## src/rtl/runedge_pkg.sv

```systemverilog
package runedge_pkg;

    // Default window length in samples; both runs are half of it.
    localparam int WIN_LEN_DEF = 20;

    // Classification of the window contents.
    typedef enum logic [1:0] {
        EDGE_NONE = 2'd0,
        EDGE_FALL = 2'd1,
        EDGE_RISE = 2'd2
    } edge_kind_e;

    // Window state handed from the shift stage to the pulse stage.
    typedef struct packed {
        logic full_next;  // window will hold WIN_LEN samples after this edge
        logic shifting;   // this clock carries a new sample
    } win_ctl_t;

    function automatic logic is_edge(input edge_kind_e k);
        return (k != EDGE_NONE);
    endfunction

endpackage

```

## src/rtl/runedge_window.sv

```systemverilog
module runedge_window
    import runedge_pkg::*;
#(
    parameter int WIN_LEN = WIN_LEN_DEF
) (
    input  logic               clk,
    input  logic               rst,
    input  logic               smp_en,
    input  logic               smp_sign,
    output logic [WIN_LEN-1:0] win_q,
    output logic [WIN_LEN-1:0] win_next,
    output win_ctl_t           ctl
);
    localparam int CNT_W = $clog2(WIN_LEN + 1);
    localparam logic [CNT_W-1:0] FULL_CNT = CNT_W'(WIN_LEN);

    logic [CNT_W-1:0] cnt_q;
    logic [CNT_W-1:0] cnt_next;

    // Newest sample enters at bit 0.
    always_comb begin
        win_next = win_q;
        cnt_next = cnt_q;
        if (smp_en) begin
            win_next = {win_q[WIN_LEN-2:0], smp_sign};
            if (cnt_q != FULL_CNT) begin
                cnt_next = cnt_q + 1'b1;
            end
        end
    end

    always_comb begin
        ctl.full_next = (cnt_next == FULL_CNT);
        ctl.shifting  = smp_en;
    end

    always_ff @(posedge clk) begin
        if (rst) begin
            win_q <= '0;
            cnt_q <= '0;
        end else begin
            win_q <= win_next;
            cnt_q <= cnt_next;
        end
    end

    // window frozen on clocks without a sample
    a_r2_window_hold: assert property (@(posedge clk) disable iff (rst)
        !smp_en |=> $stable(win_q));

    // fill count saturates at the window length
    a_r7_count_bound: assert property (@(posedge clk) disable iff (rst)
        cnt_q <= FULL_CNT);

endmodule

```

## src/rtl/runedge_matcher.sv

```systemverilog
module runedge_matcher
    import runedge_pkg::*;
#(
    parameter int WIN_LEN = WIN_LEN_DEF
) (
    input  logic [WIN_LEN-1:0] win,
    output edge_kind_e         kind
);
    localparam int RUN = WIN_LEN / 2;
    localparam logic [WIN_LEN-1:0] FALL_PAT = {{RUN{1'b1}}, {RUN{1'b0}}};
    localparam logic [WIN_LEN-1:0] RISE_PAT = {{RUN{1'b0}}, {RUN{1'b1}}};

    always_comb begin
        if (win == FALL_PAT) begin
            kind = EDGE_FALL;
        end else if (win == RISE_PAT) begin
            kind = EDGE_RISE;
        end else begin
            kind = EDGE_NONE;
        end
    end

endmodule

```

## src/rtl/runedge_pulse.sv

```systemverilog
module runedge_pulse
    import runedge_pkg::*;
(
    input  logic       clk,
    input  logic       rst,
    input  win_ctl_t   ctl,
    input  edge_kind_e kind,
    output logic       pulse_q,
    output logic       valid_q
);
    always_ff @(posedge clk) begin
        if (rst) begin
            pulse_q <= 1'b0;
            valid_q <= 1'b0;
        end else begin
            valid_q <= ctl.full_next;
            pulse_q <= ctl.shifting && ctl.full_next && is_edge(kind);
        end
    end

    // a pulse never lasts two clocks
    a_r5_single_clock: assert property (@(posedge clk) disable iff (rst)
        pulse_q |=> !pulse_q);

    // a pulse only follows a clock that carried a sample
    a_r5_after_sample: assert property (@(posedge clk) disable iff (rst)
        pulse_q |-> $past(ctl.shifting));

    // no pulse while the window is not yet filled
    a_r7_pulse_needs_valid: assert property (@(posedge clk) disable iff (rst)
        pulse_q |-> valid_q);

    // readiness is sticky until reset
    a_r8_valid_sticky: assert property (@(posedge clk) disable iff (rst)
        valid_q |=> valid_q);

endmodule

```

## src/rtl/runedge_detector.sv

```systemverilog
module runedge_detector
    import runedge_pkg::*;
#(
    parameter int WIN_LEN = WIN_LEN_DEF
) (
    input  logic clk,
    input  logic rst,
    input  logic smp_en,
    input  logic smp_sign,
    output logic edge_pulse,
    output logic win_valid
);
    localparam int RUN = WIN_LEN / 2;
    localparam logic [WIN_LEN-1:0] CHK_FALL = {{RUN{1'b1}}, {RUN{1'b0}}};
    localparam logic [WIN_LEN-1:0] CHK_RISE = {{RUN{1'b0}}, {RUN{1'b1}}};

    logic [WIN_LEN-1:0] win_q;
    logic [WIN_LEN-1:0] win_next;
    win_ctl_t           ctl;
    edge_kind_e         kind;

    runedge_window #(.WIN_LEN(WIN_LEN)) u_window (
        .clk      (clk),
        .rst      (rst),
        .smp_en   (smp_en),
        .smp_sign (smp_sign),
        .win_q    (win_q),
        .win_next (win_next),
        .ctl      (ctl)
    );

    // Classify the window as it will stand after this edge.
    runedge_matcher #(.WIN_LEN(WIN_LEN)) u_match (
        .win  (win_next),
        .kind (kind)
    );

    runedge_pulse u_pulse (
        .clk     (clk),
        .rst     (rst),
        .ctl     (ctl),
        .kind    (kind),
        .pulse_q (edge_pulse),
        .valid_q (win_valid)
    );

    // a pulse is seen only while the stored window holds a pattern
    a_r6_pattern_only: assert property (@(posedge clk) disable iff (rst)
        edge_pulse |-> (win_q == CHK_FALL || win_q == CHK_RISE));

    // outputs are clear in the clock after reset
    a_r1_reset_clear: assert property (@(posedge clk)
        rst |=> (!edge_pulse && !win_valid));

endmodule

```

## config.mk

```make
export PLATFORM = sky130hd
export DESIGN_NAME = runedge_detector
export DESIGN_NICKNAME = d
export VERILOG_FILES = /design/src/rtl/runedge_pkg.sv /design/src/rtl/runedge_window.sv /design/src/rtl/runedge_matcher.sv /design/src/rtl/runedge_pulse.sv /design/src/rtl/runedge_detector.sv
export SDC_FILE = /design/constraint.sdc
export NUM_CORES = 1
export LEC_CHECK = 0
export ABC_AREA = 1
export BUFFER_PORTS_ARGS = -buffer_cell sky130_fd_sc_hd__buf_4
export CAP_MARGIN = 20
export CORE_MARGIN = 1
export CORE_UTILIZATION = 30
export CTS_CLUSTER_SIZE = 24
export DETAILED_ROUTE_END_ITERATION = 7
export MAX_ROUTING_LAYER = met4
export PLACE_DENSITY_LB_ADDON = 0.2
export SLEW_MARGIN = 15
export SYNTH_ARGS = -nofsm -noshare
export SYNTH_HDL_FRONTEND = slang
export SYNTH_SLANG_ARGS = --single-unit
```

## constraint.sdc

```tcl
create_clock -name clk -period 2.5 [get_ports clk]
set_clock_uncertainty 0.15 [all_clocks]
set_input_delay 0.5 -clock clk [delete_from_list [all_inputs] [get_ports clk]]
set_output_delay 0.5 -clock clk [all_outputs]
set_load 0.02 [all_outputs]
```

# Word level (Yosys, flattened, before mapping)
# Cells that the tools add are included.
[op_classes] eq_ne=4 reduce_logical=3 muxes=5 addsub=1
[ops] op="equality test 20 x 10 -> 1 bit, second input constant" n=1
[ops] op="equality test 20 bit, second input constant" n=1
[ops] op="2-to-1 mux 20 bit" n=1
[ops] op="2-to-1 mux 5 bit" n=2
[ops] op="adder 5 x 1 -> 5 bit, second input constant" n=1
[ops] op="equality test 5 bit, second input constant" n=1
[ops] op="inequality test 5 bit, second input constant" n=1
[ops] op="2-to-1 mux 2 bit" n=2
[ops] op="logical AND 1 bit" n=2
[ops] op="nonzero test 2 bit" n=1
[word_totals] regBits=27 out_inout_bits=2 elab_cells=17 in_bits=4

# Longest topological paths before layout
[logic_depth] depth_word=6 depth_mapped=12 depth_no_buf=12

# By module
# From an unflattened synthesis, not the netlist that was laid out.
[hier_totals] cells_unflattened=197 area_unflattened_um2=1307.5
[by_module_without_submodules] module="runedge_window" area_per_inst_um2=1101.1 cells_each=155 n_inst=1
[by_module_without_submodules] module="runedge_matcher" area_per_inst_um2=135.1 cells_each=34 n_inst=1
[by_module_without_submodules] module="runedge_pulse" area_per_inst_um2=71.3 cells_each=8 n_inst=1

# Worst setup path before layout
# OpenSTA, ideal clock, no wires.
[synth_timing] path_type="input port to flip-flop" from="in smp_en" to="reg u_pulse.pulse_q" n_path_buf=2 t_arrival_ns=1.303 setup_slack_ns=0.983 setup_time_ns=0.064 path_stages=11 path_cell_list="buf_6 -> inv_4 -> buf_6 -> nand2_1 -> nand2_1 -> nand2_1 -> nor2_1 -> nand3_1 -> nor2_1 -> nor2_1 -> nor2_1"
[synth_via] elab_chain_len=6 elab_cells_between_ends=10
[synth_rtl] item="start, declared" line_no="runedge_detector.sv:8" text="input logic smp_en,"
[synth_rtl] item="2-to-1 mux 20 bit" line_no="runedge_window.sv:24" text="if (smp_en) begin"
[synth_rtl] item="equality test 20 x 10 -> 1 bit" line_no="runedge_matcher.sv:16" text="end else if (win == RISE_PAT) begin"
[synth_rtl] item="2-to-1 mux 2 bit" line_no="runedge_matcher.sv:16"
[synth_rtl] item="2-to-1 mux 2 bit" line_no="runedge_matcher.sv:14" text="if (win == FALL_PAT) begin"
[synth_rtl] item="nonzero test 2 bit" line_no="runedge_pkg.sv:20" text="return (k != EDGE_NONE);"
[synth_rtl] item="logical AND 1 bit (*)" line_no="runedge_pulse.sv:17" text="pulse_q <= ctl.shifting && ctl.full_next && is_edge(kind);"
[synth_rtl] item="end signal, assigned" line_no="runedge_pulse.sv:17"
[synth_rtl] item="end, declared" line_no="runedge_pulse.sv:8" text="output logic pulse_q,"
# Mark *: on every way between the ends. The rest lies on a longest branch, timed or not.
# A chain may end at the register's enable or synchronous reset.

# Final worst setup path
# Same ends and word-level chain as after synthesis.

==> metrics.md <==
| Metric | Value |
|---|---|
| Outcome | completed |
| Routed WL | 2850 um |
| Seq/Total Area, Yosys | 0.370 |
| Pwr dens | 546 nW/um2 |
| Post-DRT Antenna Nets | 0 |
| Vias/cell | 4.42 |
| Initial DRC Count | 54 |
| Mapped cell area | 1460 um2 |
| Detailed-route via count | 1264 |
| Sw power | 227 uW |
| Hold WC Path Type | reg2reg |
| F_max | 599 MHz |
| First-pass GRT wire length | 5020 um |
| Clk Latency, worst-skew pair | 0.27 ns |
| Mux share of post-synthesis cell area | 0 |
| Core ar. | 4690 um2 |
| Post-Synth Adder-Cell Area | 0.0172 |
| Crit-path most repeated cell | nand2_1 |
| Antenna Cells | 0 |
| Aggregate global-route resource usage | 0.130 |
| Final Power | 831 uW |
| Ports | 6 |
| Fillers | 530 |
| P_leak | 0.000681 uW |
| CP max stage delay | 0.30 ns |
| Clock power share | 0.299 |
| Distinct cells, synth | 21 |
| Die Span X | 71.7 um |
| Worst-path maximum fanout | 28 |
| Initial Util | 0.311 |
| Max IR drop VDD | 0.000193 V |
| Wire length per cell | 9.95 um |
| Register area | 541 um2 |
| Setup-failing EPs final | 0 |
| Routability cong. | 0.800 |
| TritonCTS buffer count | 3 |
| Sw Share | 0.273 |
| RSZ-0062 raised after global routing | false |
| Footprint of the multi-input gates | 732 um2 |
| Final Slew Violations | 0 |
| Synth Area in Compound Gates | 0.0892 |
| Slew margin rel. | 0.817 |
| Net Count, Synth | 239 |
| Area delta synth->final | 4.37% |
| Post-route cell area | 1520 um2 |
| Root Buffer | clkbuf_8 |
| Top cells by area, synth | dfxtp_1 37%, nand2_1 24%, nor2_1 9.8%, inv_1 5.9%, buf_6 4.6% |
| Setup Fix Bufs, Post-CTS | 0 |
| FF+latch count, synth | 27 |
| Top-area cell type share of the netlist area | 0.370 |
| Drc violations | 0 |
| Hold Buf Count CTS | 0 |
| Initial antenna violation count | 0 |
| # nets final | 239 |
| # port buffers | 5 |
| CP cell instances | buf_4 -> buf_4 -> nand2_1 -> nand2_1 -> nand2_1 -> nand2_1 -> nand3_1 -> nor2_1 -> nand3_1 -> nor2_1 |
| Int Pwr | 605 uW |
| Post-cts sizing count | 0 |
| Worst-margin pin slew | 0.274 ns |
| Max-cap viol count | 0 |
| Critical Path Source Type | input pin |
| Setup TNS | 0 ns |
| H-tree depth | 1 |
| Mapped Cells | 233 |
| Final hold viol count | 0 |
| Tcrit/Tclk final | 0.668 |
| Largest family of logic cells by synthesized area | simple AND/OR/NAND/NOR gates |
| Comb power frac | 0.140 |
| Crit path kind | in2reg |
| Clock buffer depth | 2 |
| CTS sink count | 27 |
| Clock transition at path regs | 0.09 ns |
| Crit-path slowest cell | buf_4 |
| Largest net degree at the start of global routing | 29 |
| Yosys warns | 0 |
| Die Ht | 71.7 um |
| Minimum clock period | 1.67 ns |
| Post-synthesis simple-gate area fraction | 0.389 |
| Grt ovf | 0 |
| Post-DP Area | 1480 um2 |
| Finished Core Util | 0.325 |
| Endpoint type of the worst setup path | flip-flop |
| DR pass1 iterations | 4 |
| # rows | 25 |
| DIE AREA | 5150 um2 |
| Crit path DAT | 1.74 ns |
| Post-synth top area cell | dfxtp_1 |
| Vias in the first global route | 1153 |
| Layout cell share with drive strength beyond 1 | 0.0647 |
| Critical Path RT | 2.57 ns |
| Sequential power share | 0.560 |
| Dpl hpwl | 2090 um |
| Avg Inst Size Synth | 6.26 um2 |
| TritonCTS clock tree | done |
| Xor/xnor cell area share of the yosys netlist | 0.00600 |
## logic make-up after synthesis
group | Yosys count
adder cells (fa/ha/maj) | 2
flip-flops | 27
AND/OR/NAND/NOR | 145
XOR/XNOR | 1
buffers and inverters | 35
AO/OA/AOI/OAI | 23
## path summary, 6_finish.rpt
| check | start | endpoint | slack [ns] | depth (start not counted) |
|---|---|---|---|---|
| setup / recovery | smp_en | u_pulse.pulse_q | 0.83 | 10 |
| hold / removal | u_window.win_q[19] | u_window.win_q[19] | 0.38 | 2 |
| setup reg to reg | u_window.cnt_q[0] | u_pulse.pulse_q | 0.86 | 11 |
| hold reg to reg | u_window.win_q[19] | u_window.win_q[19] | 0.38 | 2 |
## cells in the final DEF (no fill, tap or decap), drive strengths merged
master,count
o21ai,18
nor2,40
nand3,9
xor2,1
o211ai,2
o21bai,1
clkbuf,4
inv,24
a21oi,2
and2,1
dfxtp,27
nand4,1
nand2,94
buf,6
ha,2
## flip-flops by register name, indices dropped and copies added (netlist names)
name / cells
u_pulse.valid_q: 1
u_window.cnt_q: 5
u_pulse.pulse_q: 1
u_window.win_q: 20
## stage by stage
stage / worst slack, ns / hold WS, ns / instances
finish: 0.831 / 0.381 / 286
global route: 0.624 / 0.414 / 286
CTS: 0.826 / 0.386 / 286
detailed placement: 0.525 / 0.365 / 282
global placement: 0.504 / 0.354 / 282
floorplan: 0.983 / 0.320 / 233
## routing by layer
metal / up-vias / share of wire / global-route usage
li1: 705 / - / -
met5: - / 0 / -
met3: 5 / 0.023 / 0.0253
met2: 7 / 0.44 / 0.200
met1: 547 / 0.52 / 0.160
met4: 0 / 0.021 / 0.0675
## final cells by class
class                      count  share of cell area
clock buffer                   4              0.0296
timing repair buffer           6              0.0296
multi-input combinational    171               0.481
sequential                    27               0.355
inverter                      24              0.0608
tap                           54              0.0444
## worst max-delay path, delay by kind of cell
family / cells / cell delay (ns)
simple gates: 8 / 0.67
buf+inv: 2 / 0.56
## power groups by stage
stage | combinational [uW] | clock, uW | sequential (uW)
3_5_place_dp | 118 | 0 | 476
5_1_grt | 137 | 277 | 469
6_report | 117 | 249 | 466
3_3_place_gp | 120 | 0 | 477
2_1_floorplan | 106 | 0 | 472
4_1_cts | 119 | 261 | 466
## synthesized netlist by cell type (all sizes together)
master and instances:
o211ai 2, and2 1, a21oi 2, nor2 40
nand3 9, dfxtp 27, buf 8, xor2 1
clkbuf 3, ha 2, o21ai 18, inv 24
o21bai 1, nand4 1, nand2 94
(Power assumes the default switching activity.)
